--- config.mk ---
export PLATFORM = sky130hd
export DESIGN_NAME = serial_xfer_guard
export DESIGN_NICKNAME = d
export VERILOG_FILES = /design/src/rtl/sxg_pkg.sv /design/src/rtl/sxg_busy_sync.sv /design/src/rtl/sxg_cfg_regs.sv /design/src/rtl/sxg_status.sv /design/src/rtl/serial_xfer_guard.sv
export SDC_FILE = /design/constraint.sdc
export NUM_CORES = 1
export LEC_CHECK = 0
export ABC_AREA = 1
export CORE_ASPECT_RATIO = 0.6
export CORE_MARGIN = 4
export CORE_UTILIZATION = 54
export DETAILED_ROUTE_END_ITERATION = 10
export PLACE_DENSITY = 0.91
export SYNTH_ARGS = -nofsm -noshare
export SYNTH_HDL_FRONTEND = slang
export SYNTH_HIERARCHICAL = 1
export SYNTH_SLANG_ARGS = --single-unit
--- constraint.sdc ---
create_clock -name clk -period 2.52 [get_ports clk]
set_input_delay 0.504 -clock clk [delete_from_list [all_inputs] [get_ports clk]]
set_output_delay 0.504 -clock clk [all_outputs]
set_load 0.02 [all_outputs]
--- src/rtl/sxg_pkg.sv ---
package sxg_pkg;

    localparam int SEL_W = 3;

    typedef enum logic [SEL_W-1:0] {
        REG_MODE  = 3'd0,
        REG_STAT  = 3'd1,
        REG_DIV   = 3'd2,
        REG_APTR  = 3'd3,
        REG_IVAL  = 3'd4,
        REG_SHIFT = 3'd5,
        REG_TRIG  = 3'd6,
        REG_BUF   = 3'd7
    } reg_sel_e;

    // Bit positions within the 8-bit registers
    localparam int MODE_EN_BIT    = 7;
    localparam int MODE_BUSE_BIT  = 1;
    localparam int MODE_LVL_BIT   = 0;
    localparam int STAT_ERREN_BIT = 7;
    localparam int STAT_BERR_BIT  = 1;
    localparam int STAT_XFER_BIT  = 0;
    localparam int TRIG_START_BIT = 0;
    localparam int TRIG_STOP_BIT  = 1;

endpackage

--- src/rtl/sxg_busy_sync.sv ---
module sxg_busy_sync #(
    parameter int STAGES = 2
) (
    input  logic clk,
    input  logic rst_n,
    input  logic busy_i,
    output logic busy_o
);
    logic [STAGES-1:0] sh_d, sh_q;

    always_comb begin
        sh_d = {sh_q[STAGES-2:0], busy_i};
    end

    always_ff @(posedge clk or negedge rst_n) begin
        if (!rst_n) sh_q <= '0;
        else        sh_q <= sh_d;
    end

    assign busy_o = sh_q[STAGES-1];

    initial begin
        assert (STAGES >= 2) else $error("synchronizer needs at least two stages");
    end
endmodule

--- src/rtl/sxg_cfg_regs.sv ---
module sxg_cfg_regs
    import sxg_pkg::*;
#(
    parameter int DATA_W = 8
) (
    input  logic              clk,
    input  logic              rst_n,
    input  logic              wr_en_i,
    input  logic [SEL_W-1:0]  wr_addr_i,
    input  logic [DATA_W-1:0] wr_data_i,
    input  logic              lock_i,
    output logic [DATA_W-1:0] mode_o,
    output logic [DATA_W-1:0] div_o,
    output logic [DATA_W-1:0] aptr_o,
    output logic [DATA_W-1:0] ival_o,
    output logic [DATA_W-1:0] shift_o,
    output logic              err_en_o,
    output logic              shift_wr_o,
    output logic              start_o,
    output logic              stop_o
);
    typedef struct packed {
        logic [DATA_W-1:0] mode;
        logic [DATA_W-1:0] div;
        logic [DATA_W-1:0] aptr;
        logic [DATA_W-1:0] ival;
        logic [DATA_W-1:0] shift;
        logic              err_en;
    } cfg_t;

    cfg_t     cfg_d, cfg_q;
    reg_sel_e sel;

    // A locked register still takes a write that repeats its value
    function automatic logic take(input logic lock, input logic [DATA_W-1:0] nv,
                                  input logic [DATA_W-1:0] ov);
        return !lock || (nv == ov);
    endfunction

    always_comb begin
        sel        = reg_sel_e'(wr_addr_i);
        cfg_d      = cfg_q;
        shift_wr_o = 1'b0;
        start_o    = 1'b0;
        stop_o     = 1'b0;
        if (wr_en_i) begin
            case (sel)
                REG_MODE:  if (take(lock_i, wr_data_i, cfg_q.mode)) cfg_d.mode = wr_data_i;
                REG_STAT:  if (!lock_i || (wr_data_i[STAT_ERREN_BIT] == cfg_q.err_en))
                               cfg_d.err_en = wr_data_i[STAT_ERREN_BIT];
                REG_DIV:   if (take(lock_i, wr_data_i, cfg_q.div))  cfg_d.div  = wr_data_i;
                REG_APTR:  if (take(lock_i, wr_data_i, cfg_q.aptr)) cfg_d.aptr = wr_data_i;
                REG_IVAL:  if (take(lock_i, wr_data_i, cfg_q.ival)) cfg_d.ival = wr_data_i;
                REG_SHIFT: if (take(lock_i, wr_data_i, cfg_q.shift)) begin
                               cfg_d.shift = wr_data_i;
                               shift_wr_o  = 1'b1;
                           end
                REG_TRIG:  begin
                               start_o = wr_data_i[TRIG_START_BIT];
                               stop_o  = wr_data_i[TRIG_STOP_BIT];
                           end
                default:   ;
            endcase
        end
    end

    always_ff @(posedge clk or negedge rst_n) begin
        if (!rst_n) cfg_q <= '0;
        else        cfg_q <= cfg_d;
    end

    assign mode_o   = cfg_q.mode;
    assign div_o    = cfg_q.div;
    assign aptr_o   = cfg_q.aptr;
    assign ival_o   = cfg_q.ival;
    assign shift_o  = cfg_q.shift;
    assign err_en_o = cfg_q.err_en;

    assert_div_locked_R4: assert property (@(posedge clk) disable iff (!rst_n)
        (lock_i && wr_en_i && wr_addr_i == REG_DIV && wr_data_i != cfg_q.div)
        |=> $stable(cfg_q.div));

    assert_mode_locked_R4: assert property (@(posedge clk) disable iff (!rst_n)
        (lock_i && wr_en_i && wr_addr_i == REG_MODE && wr_data_i != cfg_q.mode)
        |=> $stable(cfg_q.mode));
endmodule

--- src/rtl/sxg_status.sv ---
module sxg_status (
    input  logic clk,
    input  logic rst_n,
    input  logic en_i,
    input  logic start_i,
    input  logic stop_i,
    input  logic shift_wr_i,
    input  logic done_i,
    input  logic err_en_i,
    input  logic bit_stb_i,
    input  logic busy_s_i,
    input  logic busy_lvl_i,
    output logic xfer_o,
    output logic berr_o
);
    typedef struct packed {
        logic xfer;
        logic berr;
    } st_t;

    st_t st_d, st_q;

    always_comb begin
        st_d = st_q;
        // Every clear condition outranks every set condition
        if (!en_i || stop_i || done_i)      st_d.xfer = 1'b0;
        else if (start_i || shift_wr_i)     st_d.xfer = 1'b1;

        if (!en_i || start_i)               st_d.berr = 1'b0;
        else if (err_en_i && bit_stb_i && (busy_s_i == busy_lvl_i))
                                            st_d.berr = 1'b1;
    end

    always_ff @(posedge clk or negedge rst_n) begin
        if (!rst_n) st_q <= '0;
        else        st_q <= st_d;
    end

    assign xfer_o = st_q.xfer;
    assign berr_o = st_q.berr;

    assert_start_sets_R2: assert property (@(posedge clk) disable iff (!rst_n)
        (start_i && en_i && !stop_i && !done_i) |=> st_q.xfer);

    assert_stop_wins_R3: assert property (@(posedge clk) disable iff (!rst_n)
        stop_i |=> !st_q.xfer);

    assert_err_sticky_R7: assert property (@(posedge clk) disable iff (!rst_n)
        (st_q.berr && en_i && !start_i) |=> st_q.berr);

    assert_start_clears_err_R7: assert property (@(posedge clk) disable iff (!rst_n)
        start_i |=> !st_q.berr);

    assert_no_err_when_off_R9: assert property (@(posedge clk) disable iff (!rst_n)
        (!st_q.berr && !err_en_i) |=> !st_q.berr);

    assert_disabled_idle_R10: assert property (@(posedge clk) disable iff (!rst_n)
        !en_i |=> (!st_q.xfer && !st_q.berr));
endmodule

--- src/rtl/serial_xfer_guard.sv ---
module serial_xfer_guard
    import sxg_pkg::*;
#(
    parameter int DATA_W      = 8,
    parameter int SYNC_STAGES = 2
) (
    input  logic              clk,
    input  logic              rst_n,
    input  logic              wr_en_i,
    input  logic [SEL_W-1:0]  wr_addr_i,
    input  logic [DATA_W-1:0] wr_data_i,
    input  logic [SEL_W-1:0]  rd_addr_i,
    output logic [DATA_W-1:0] rd_data_o,
    input  logic              busy_i,
    input  logic              bit_stb_i,
    input  logic              xfer_done_i,
    output logic [DATA_W-1:0] mode_o,
    output logic [DATA_W-1:0] div_o,
    output logic [DATA_W-1:0] aptr_o,
    output logic [DATA_W-1:0] ival_o,
    output logic [DATA_W-1:0] shift_o,
    output logic              xfer_o,
    output logic              berr_o,
    output logic              buf_we_o,
    output logic [DATA_W-1:0] buf_wdata_o
);
    logic err_en, shift_wr, start, stop, busy_s;

    sxg_busy_sync #(.STAGES(SYNC_STAGES)) u_sync (
        .clk    (clk),
        .rst_n  (rst_n),
        .busy_i (busy_i),
        .busy_o (busy_s)
    );

    sxg_cfg_regs #(.DATA_W(DATA_W)) u_cfg (
        .clk        (clk),
        .rst_n      (rst_n),
        .wr_en_i    (wr_en_i),
        .wr_addr_i  (wr_addr_i),
        .wr_data_i  (wr_data_i),
        .lock_i     (xfer_o),
        .mode_o     (mode_o),
        .div_o      (div_o),
        .aptr_o     (aptr_o),
        .ival_o     (ival_o),
        .shift_o    (shift_o),
        .err_en_o   (err_en),
        .shift_wr_o (shift_wr),
        .start_o    (start),
        .stop_o     (stop)
    );

    sxg_status u_stat (
        .clk        (clk),
        .rst_n      (rst_n),
        .en_i       (mode_o[MODE_EN_BIT]),
        .start_i    (start),
        .stop_i     (stop),
        .shift_wr_i (shift_wr),
        .done_i     (xfer_done_i),
        .err_en_i   (err_en),
        .bit_stb_i  (bit_stb_i),
        .busy_s_i   (busy_s),
        .busy_lvl_i (mode_o[MODE_LVL_BIT]),
        .xfer_o     (xfer_o),
        .berr_o     (berr_o)
    );

    // Buffer memory writes are never subject to the lock
    assign buf_we_o    = wr_en_i && (wr_addr_i == REG_BUF);
    assign buf_wdata_o = wr_data_i;

    always_comb begin
        rd_data_o = '0;
        case (reg_sel_e'(rd_addr_i))
            REG_MODE:  rd_data_o = mode_o;
            REG_STAT:  begin
                           rd_data_o[STAT_ERREN_BIT] = err_en;
                           rd_data_o[STAT_BERR_BIT]  = berr_o;
                           rd_data_o[STAT_XFER_BIT]  = xfer_o;
                       end
            REG_DIV:   rd_data_o = div_o;
            REG_APTR:  rd_data_o = aptr_o;
            REG_IVAL:  rd_data_o = ival_o;
            REG_SHIFT: rd_data_o = shift_o;
            default:   rd_data_o = '0;
        endcase
    end

    assert_done_ends_R3: assert property (@(posedge clk) disable iff (!rst_n)
        xfer_done_i |=> !xfer_o);

    assert_shift_locked_R4: assert property (@(posedge clk) disable iff (!rst_n)
        (xfer_o && wr_en_i && wr_addr_i == REG_SHIFT && wr_data_i != shift_o)
        |=> $stable(shift_o));
endmodule

==> results.json, run 1 <==
{
  "seq_area_frac_synth_pct": 35.5,
  "clockPowerShare_pct": 19.6,
  "clk_pin_slew_ps": 90,
  "max_slew_margin_pct": 62.1,
  "ioPinCount": 79,
  "multi_input_area_mm2": 0.00168,
  "slowest_stage": "dlygate4sd2_1",
  "hold_slack_ps": 125,
  "die-area_mm2": 0.00720,
  "syn_nets": 475,
  "power_frac_comb_pct": 39.7,
  "critical_path.max_fanout": 11,
  "post_cts_buffers": 0,
  "cts_sinks": 45,
  "die_w_um": 107,
  "antenna_cells": 0,
  "switching_share_pct": 39.1,
  "syn_inst": 455,
  "cts_tree": "done",
  "hold_viol_final": 0,
  "slew_violations": 0,
  "synthSimpleGateAreaFrac_pct": 44.4,
  "rr_startpoint": "u_cfg/shift_o[5]",
  "grt-ovfl-total": 0,
  "vias_per_cell": 5.29,
  "grtUsageTotal_pct": 28.0,
  "fillers": 489,
  "syn_avg_cell_area_um2": 6.96,
  "cp-start-kind": "input port",
  "synth.area.mux_share_pct": 0.355,
  "critPathCaptureType": "output port",
  "status": "finished clean",
  "synth-seq-cells": 45,
  "crit_start": "rd_addr_i[1]",
  "synth_compound_area_share_pct": 0.908,
  "min_period_ps": 2360,
  "r2r-end": "u_stat/xfer_o",
  "crit_buf_inv": 3,
  "fp-row-count": 21,
  "setup-violations-final": 0,
  "drc_errors": 0,
  "finalNetCount": 560,
  "grt_max_degree": 28,
  "register_area_mm2": 0.00113,
  "drt-initial-drc-count": 267,
  "cts_buffer_depth": 2,
  "arrival_ps": 1860,
  "core-area_mm2": 0.00562,
  "hold_buffers": 0,
  "min_period_over_period_pct": 93.8,
  "seqPwrFrac_pct": 40.6,
  "clkLatencyLatePin_ps": 310,
  "switching_power_mw": 1.00,
  "crit_path_cell_trace": "dlygate4sd2_1 -> inv_1 -> nand4_1 -> nand2_1 -> nor2_1 -> nand2_1 -> dlygate4sd2_1",
  "vdd_drop_max_mv": 0.507,
  "antenna_found_initial": 0,
  "synth_xor_area_share_pct": 6.91,
  "synth_top_family_by_area": "simple AND/OR/NAND/NOR gates",
  "root_buffer": "clkbuf_8",
  "regToRegSetupSlack_ps": 1070,
  "cts.htree.levels": 2,
  "fin_skew_ps": 6.85,
  "numCtsBuffers": 5,
  "worst_slew_pin_slew_ps": 568,
  "synthAdderAreaFrac_pct": 0,
  "p_leak_nw": 2.07,
  "antenna_left": 0,
  "synth_warnings": 6,
  "drt_first_pass_iters": 5,
  "first_global_vias": 3067,
  "grt_pass1_wl_um": 15500,
  "rsz0062_at_grt": "no",
  "wl_per_cell_um": 15.3,
  "route.vias.total": 3283,
  "p_int_mw": 1.56,
  "initial_core_util_pct": 56.3,
  "synth_area_mm2": 0.00317,
  "reg2regPathDepth": 11,
  "drive_above_1_share_pct": 13.1,
  "gp_congestion": 0.966,
  "max_freq_ghz": 0.423,
  "syn2layout_area_growth_pct": 29.9,
  "worstPathRequired_ps": 2020,
  "io_buffers": 78,
  "ys_types": 22,
  "fin_util_pct": 73.2,
  "dp_hpwl_um": 7220,
  "totalWireLength_um": 9530,
  "hp-class": "input port to async pin",
  "crit_type": "input port to output port",
  "cp_top_family": "buffers and inverters",
  "slowest_delay_ps": 380,
  "dieHeight_um": 67.3,
  "powerDensity_mw_per_mm2": 622,
  "cap_violations": 0
}
==> registers in the layout, indices dropped and copies added (netlist names) <==
name	count
u_cfg/err_en_o	1
u_cfg/ival_o	8
u_cfg/div_o	8
u_cfg/mode_o	8
u_stat/berr_o	1
u_cfg/aptr_o	8
u_stat/xfer_o	1
u_cfg/shift_o	8
u_sync/sh_q	2
==> what timing repair did <==
action                     in CTS  in global routing
pin swaps                       0                  0
cloned                          0                  0
gates resized for setup        13                 12
setup endpoints to repair       8                  8
==> metal layers <==
layer  vias to the layer above  track usage, %  part of all wire [%]
met2                       172            43.5                    43
met1                      1510            39.3                    46
met4                         0            9.09                   1.9
met3                        27            6.02                   9.3
li1                       1574               -                     -
met5                         -               0                     0
==> how the worst max path moves through the flow <==
stage / to / slack (ps) / cells after the start
floorplan: rd_data_o[2] / 760 / 6
global placement: rd_data_o[3] / -300 / 8
detailed placement: rd_data_o[6] / -370 / 6
CTS: rd_data_o[6] / 30 / 7
global route: rd_data_o[1] / 9 / 7
finish: rd_data_o[1] / 160 / 7
==> kinds of logic after synthesis <==
kind of cell,count (synthesis)
and+or+nand+nor,307
DFF,45
xor gates and xnor gates,25
buffers and inverters,72
muxes,1
AOI/OAI and AO/OA,5
==> cells in the mapped netlist <==
cell	number	area share, %
o21ai_0	2	0.32
a21oi_2	1	0.28
buf_4	13	3.1
buf_6	7	2.5
nand2_2	4	0.79
nand2_1	180	21
inv_2	4	0.47
xnor2_1	25	6.9
nor3_4	2	1.0
nand3_1	59	9.3
inv_1	45	5.3
dfrtp_1	45	36
nor2_1	25	3.0
a21oi_1	2	0.32
nor2_2	8	1.6
nor3_1	4	0.63
nand3_2	1	0.32
buf_2	3	0.47
nand2_4	10	3.6
nor2_4	1	0.36
mux2_2	1	0.36
nand4_1	13	2.6
==> stage by stage <==
stage	cells	TNS [ps]	power, mW	setup WS [ps]	cell area [µm²]
2_1_floorplan	455	0	1.59	758	3170
3_3_place_gp	613	-2040	2.05	-295	4030
3_5_place_dp	613	-2560	2.08	-370	4030
4_1_cts	621	0	2.57	26.8	4120
5_1_grt	621	0	2.72	9.50	4120
6_report	621	0	2.56	157	4120
==> cell usage in the layout, fill, tap and decap left out, drive strengths merged <==
cell,synthesis,routed
inv,49,49
clkdlybuf4s50,0,66
nor3,6,6
nor2,34,34
o21ai,2,2
clkbuf,0,11
dlymetal6s2s,0,1
mux2,1,1
nand4,13,13
dlygate4sd2,0,5
nand2,194,194
dfrtp,45,45
clkinv,0,1
buf,23,24
xnor2,25,25
a21oi,3,3
nand3,60,60
clkdlybuf4s15,0,1
==> power groups by stage <==
stage                     sequential [mW]  combinational [mW]  clock (mW)
after floorplan                      1.15               0.443           0
after global placement               1.04                1.00           0
after detailed placement             1.05                1.03           0
after CTS                            1.04                1.02       0.514
after global routing                 1.07                1.11       0.547
final                                1.04                1.02       0.503
==> final cells by class <==
| class | count | share of cell area, % |
|---|---|---|
| multi-input combinational | 338 | 40.8 |
| sequential | 45 | 27.4 |
| timing repair buffer | 101 | 22.5 |
| inverter | 49 | 4.47 |
| tap | 80 | 2.43 |
| clock buffer | 7 | 2.34 |
| clock inverter | 1 | 0.122 |
==> worst reg2reg max path, cell delays in order, from the launching register on <==
cell,delay (ps)
dfrtp_1,430
inv_1,60
nand2_1,60
nand2_1,50
nand2_1,80
nor2_2,50
nand2_2,80
nand2_4,100
nand2_4,140
inv_1,50
nor3_1,190
nor2_1,60
Note: power is estimated with default switching activity, not from simulation.
==> run 2, diff against run 1 <==
--- a/config.mk
+++ b/config.mk
@@ -11,6 +11,8 @@
 export CORE_UTILIZATION = 54
 export DETAILED_ROUTE_END_ITERATION = 10
 export PLACE_DENSITY = 0.91
+export SETUP_SLACK_MARGIN = 0.2
+export SLEW_MARGIN = 30
 export SYNTH_ARGS = -nofsm -noshare
 export SYNTH_HDL_FRONTEND = slang
 export SYNTH_HIERARCHICAL = 1
==> results.json, run 2 (synthesis results as in run 1) <==
{
  "status": "finished clean",
  "min_period_ps": 2290,
  "totalWireLength_um": 9530,
  "switching_share_pct": 39.0,
  "p_leak_nw": 2.08,
  "p_int_mw": 1.56,
  "drive_above_1_share_pct": 12.9,
  "power_frac_comb_pct": 39.8,
  "core-area_mm2": 0.00562,
  "root_buffer": "clkbuf_8",
  "grt_pass1_wl_um": 15500,
  "arrival_ps": 1790,
  "cts_buffer_depth": 2,
  "seqPwrFrac_pct": 40.5,
  "clkLatencyLatePin_ps": 310,
  "io_buffers": 78,
  "vdd_drop_max_mv": 0.508,
  "antenna_found_initial": 0,
  "final-instance-count-excl-fill": 621,
  "clockPowerShare_pct": 19.6,
  "grtUsageTotal_pct": 28.0,
  "vias_per_cell": 5.26,
  "hold_viol_final": 0,
  "path_depth": 2,
  "first_global_vias": 3067,
  "setup-violations-final": 0,
  "layout_commonest_cell": "nand2_1",
  "dieHeight_um": 67.3,
  "fin_skew_ps": 5.86,
  "antenna_left": 0,
  "min_period_over_period_pct": 91.0,
  "syn2layout_area_growth_pct": 30.3,
  "critPathCaptureType": "output port",
  "drt-initial-drc-count": 312,
  "worst_slew_pin_slew_ps": 564,
  "numCtsBuffers": 5,
  "final_cell_mix": "180 x nand2_1, 64 x clkdlybuf4s50_1, 57 x nand3_1, 45 x dfrtp_1, 44 x inv_1",
  "die-area_mm2": 0.00720,
  "tns_ps": 0,
  "gp_congestion": 0.966,
  "ioPinCount": 79,
  "grt-ovfl-total": 0,
  "crit_path_cell_trace": "clkdlybuf4s50_1 -> clkdlybuf4s50_1",
  "antenna_cells": 0,
  "wl_per_cell_um": 15.3,
  "cap_violations": 0,
  "initial_core_util_pct": 56.3,
  "powerDensity_mw_per_mm2": 621,
  "reg2regPathDepth": 11,
  "crit_type": "input port to output port",
  "drc_errors": 0,
  "cpMostUsedCell": "clkdlybuf4s50_1",
  "cts.htree.levels": 2,
  "route.vias.total": 3265,
  "cp_top_family": "buffers and inverters",
  "cts_tree": "done",
  "cp-start-kind": "input port",
  "crit_buf_inv": 2,
  "finalNetCount": 560,
  "max_slew_margin_pct": 62.4,
  "critical_path.max_fanout": 7,
  "switching_power_uw": 1000,
  "place_inst": 613,
  "die_w_um": 107,
  "fillers": 482,
  "rsz0062_at_grt": "yes",
  "worstPathRequired_ps": 2020,
  "hold_slack_ps": 123,
  "dp_hpwl_um": 7220,
  "slew_violations": 0,
  "slowest_stage": "clkdlybuf4s50_1",
  "fp-row-count": 21,
  "grt_max_degree": 28,
  "hp-class": "input port to async pin",
  "drt_first_pass_iters": 5,
  "clk_pin_slew_ps": 90,
  "max_freq_ghz": 0.436,
  "slowest_delay_ps": 660,
  "cts_sinks": 45
}
run 2: cell count changes in the layout (fill, tap and decap cells not counted), sizes merged:
| cell | before | now |
|---|---|---|
| clkdlybuf4s15 | 1 | 5 |
| clkbuf | 11 | 9 |
| clkdlybuf4s50 | 66 | 64 |
| dlygate4sd2 | 5 | 4 |
| dlymetal6s2s | 1 | 2 |
run 2: layout make-up:
cell class | count | area, µm² | area share [%]
inverters | 49 | 184 | 4.46
clock buffers | 7 | 96.3 | 2.33
flip-flops and latches | 45 | 1130 | 27.3
repair buffers | 101 | 940 | 22.8
clock inverters | 1 | 5.00 | 0.121
multi-input cells | 338 | 1680 | 40.6
well taps | 80 | 100 | 2.42
run 2: layer usage:
| layer | GRT usage [%] | up-vias | share of wire [%] |
|---|---|---|---|
| li1 | - | 1572 | - |
| met1 | 39.3 | 1488 | 44 |
| met2 | 43.5 | 184 | 44 |
| met3 | 6.02 | 21 | 11 |
| met4 | 9.09 | 0 | 1.7 |
| met5 | 0 | - | 0 |
run 2: final timing paths:
check / start / endpoint / slack [ps]
min in group clk: u_sync/sh_q[0] / u_sync/sh_q[1] / 360
max in group asynchronous: rst_n / u_cfg/mode_o[7] / 1690
hold reg to reg: u_sync/sh_q[0] / u_sync/sh_q[1] / 360
setup / recovery: wr_data_i[5] / buf_wdata_o[5] / 230
setup reg to reg: u_cfg/shift_o[5] / u_stat/xfer_o / 1060
hold / removal: rst_n / u_cfg/ival_o[4] / 120
run 2: power by group through the flow:
| stage | Clock [mW] | Combinational (mW) | Sequential [mW] |
|---|---|---|---|
| 5_1_grt | 0.550 | 1.11 | 1.07 |
| 2_1_floorplan | 0 | 0.443 | 1.15 |
| 6_report | 0.503 | 1.02 | 1.04 |
| 3_5_place_dp | 0 | 1.03 | 1.05 |
| 3_3_place_gp | 0 | 1.00 | 1.04 |
| 4_1_cts | 0.514 | 1.02 | 1.04 |
run 2: repair_timing:
| action | 4_1_cts | 5_1_grt |
|---|---|---|
| hold buffers | 0 | 0 |
| endpoints found under the hold margin | 0 | 0 |
| buffers inserted | 0 | 0 |
| pin swaps | 0 | 0 |
| setup endpoints to repair | 8 | 10 |
| gates resized for setup | 23 | 5 |
run 2: metrics by stage:
stage / cell area [µm²] / setup slack, ps / utilization, % / total power [mW]
CTS: 4130 / 212 / 73.5 / 2.57
global route: 4130 / 186 / 73.4 / 2.72
floorplan: 3170 / 758 / - / 1.59
global placement: 4030 / -295 / 71.6 / 2.05
detailed placement: 4030 / -370 / 71.6 / 2.08
finish: 4130 / 227 / 73.4 / 2.56
==> run 3, diff against run 2 <==
--- a/config.mk
+++ b/config.mk
@@ -7,10 +7,9 @@
 export LEC_CHECK = 0
 export ABC_AREA = 1
 export CORE_ASPECT_RATIO = 0.6
-export CORE_MARGIN = 4
-export CORE_UTILIZATION = 54
+export CORE_UTILIZATION = 50
 export DETAILED_ROUTE_END_ITERATION = 10
-export PLACE_DENSITY = 0.91
+export PLACE_DENSITY = 0.85
 export SETUP_SLACK_MARGIN = 0.2
 export SLEW_MARGIN = 30
 export SYNTH_ARGS = -nofsm -noshare
==> constraint.sdc (replaced) <==
create_clock -name clk -period 2.12 [get_ports clk]
set_input_delay 0.424 -clock clk [delete_from_list [all_inputs] [get_ports clk]]
set_output_delay 0.424 -clock clk [all_outputs]
set_load 0.02 [all_outputs]
==> results.json, run 3 (synthesis results as in run 1) <==
{
  "final-instance-count-excl-fill": 646,
  "cts.htree.levels": 2,
  "final_cell_mix": "179 x nand2_1, 56 x nand3_1, 55 x clkdlybuf4s50_1, 45 x dfrtp_1, 44 x inv_1",
  "clk_pin_slew_ps": 80,
  "fp-row-count": 22,
  "cap_violations": 0,
  "critical_path.max_fanout": 3,
  "fin_skew_ps": 3.36,
  "cts_tree": "done",
  "antenna_found_initial": 0,
  "fin_util_pct": 70.6,
  "ioPinCount": 79,
  "arrival_ps": 1450,
  "totalWireLength_um": 9830,
  "reg2regPathDepth": 10,
  "grt_pass1_wl_um": 16000,
  "antenna_cells": 0,
  "antenna_left": 0,
  "die_w_um": 105,
  "crit_type": "flip-flop to output port",
  "initial_core_util_pct": 51.8,
  "drt_first_pass_iters": 5,
  "io_buffers": 78,
  "vdd_drop_max_mv": 0.423,
  "max_slew_margin_pct": 70.0,
  "critPathCaptureType": "output port",
  "drive_above_1_share_pct": 18.1,
  "clkLatencyLatePin_ps": 300,
  "die-area_mm2": 0.00667,
  "min_period_over_period_pct": 88.6,
  "worst_slew_pin_slew_ps": 449,
  "grt-ovfl-total": 0,
  "first_global_vias": 3226,
  "hold_viol_final": 0,
  "route.vias.total": 3459,
  "syn2layout_area_growth_pct": 36.2,
  "cts_sinks": 45,
  "min_period_ps": 1880,
  "numCtsBuffers": 5,
  "drt-initial-drc-count": 337,
  "slew_violations": 0,
  "cp-start-kind": "flip-flop",
  "root_buffer": "clkbuf_8",
  "layout_setup_ws_ps": 242,
  "post_dp_cell_area_mm2": 0.00423,
  "grt_max_degree": 19,
  "worstPathRequired_ps": 1700,
  "dieHeight_um": 63.7,
  "tns_ps": 0,
  "max_freq_ghz": 0.533,
  "hold_buffers": 0,
  "wl_per_cell_um": 15.2,
  "layout_commonest_cell": "nand2_1",
  "drc_errors": 0,
  "vias_per_cell": 5.35,
  "hp-class": "input port to async pin",
  "grtUsageTotal_pct": 31.2,
  "gp_congestion": 0.922,
  "status": "finished clean",
  "dp_hpwl_um": 7500,
  "post_cts_buffers": 0,
  "cts_buffer_depth": 2,
  "core-area_mm2": 0.00611,
  "place_inst": 638,
  "final_area_mm2": 0.00431,
  "powerDensity_mw_per_mm2": 712,
  "place_worst_setup_slack_ps": -563,
  "p_leak_nw": 2.21,
  "finalNetCount": 581,
  "setup-violations-final": 0,
  "rsz0062_at_grt": "no"
}
-- run 3: cell count changes in the layout (fill, tap and decap cells not counted), moves of 2 or more --
cell             previous run  this run
buf_12                      0         3
buf_2                       1         5
buf_4                      23        40
buf_6                       0         7
clkbuf_8                    7         5
clkdlybuf4s15_1             4         0
clkdlybuf4s50_1            64        55
dlygate4sd2_1               4        10
nor2_1                     25        23
nor2_2                      8        10
-- run 3: routing by layer --
metal	GRT usage, %	vias to the layer above	wire, µm
met5	0	-	0
met4	10.4	0	180
met3	5.38	23	1090
met2	47.5	225	4220
met1	44.9	1598	4340
li1	-	1613	-
-- run 3: where the power goes --
| part | internal (mW) | total (mW) | switching (mW) |
|---|---|---|---|
| sequential | 1.01 | 1.22 | 0.211 |
| combinational | 0.613 | 1.33 | 0.716 |
| clock | 0.229 | 0.524 | 0.295 |
| total | 1.85 | 3.07 | 1.22 |
-- run 3: worst paths after layout --
kind | endpoint | slack [ps] | from
min reg2reg | u_sync/sh_q[1] | 360 | u_sync/sh_q[0]
max reg2reg | u_stat/xfer_o | 610 | u_cfg/shift_o[7]
min in group clk | u_sync/sh_q[1] | 360 | u_sync/sh_q[0]
min | u_cfg/aptr_o[7] | 50 | rst_n
max | div_o[7] | 240 | u_cfg/div_o[7]
max in group asynchronous | u_cfg/shift_o[7] | 1510 | rst_n
-- run 3: worst max-delay path, cell delays in order, from the launching register on --
cell,delay (ps)
dfrtp_1,410
buf_4,150
clkdlybuf4s50_1,600
-- run 3: area by class of cell --
cell class                 count  area (µm²)
tap                           84         105
fill                         538        1800
clock buffer                   6        72.6
inverter                      49         184
timing repair buffer         122        1120
multi-input combinational    338        1700
sequential                    45        1130
clock inverter                 2        10.0
-- run 3: repair_timing --
| action | 4_1_cts | 5_1_grt |
|---|---|---|
| pin swaps | 0 | 3 |
| gates resized for setup | 54 | 23 |
| endpoints found under the setup margin | 18 | 9 |
-- run 3: metrics by stage --
| step | power [mW] | hold slack (ps) |
|---|---|---|
| floorplan | 1.89 | 128 |
| global placement | 2.51 | 332 |
| detailed placement | 2.55 | 337 |
| CTS | 3.05 | 63.7 |
| global route | 3.25 | 69.1 |
| finish | 3.07 | 46.0 |
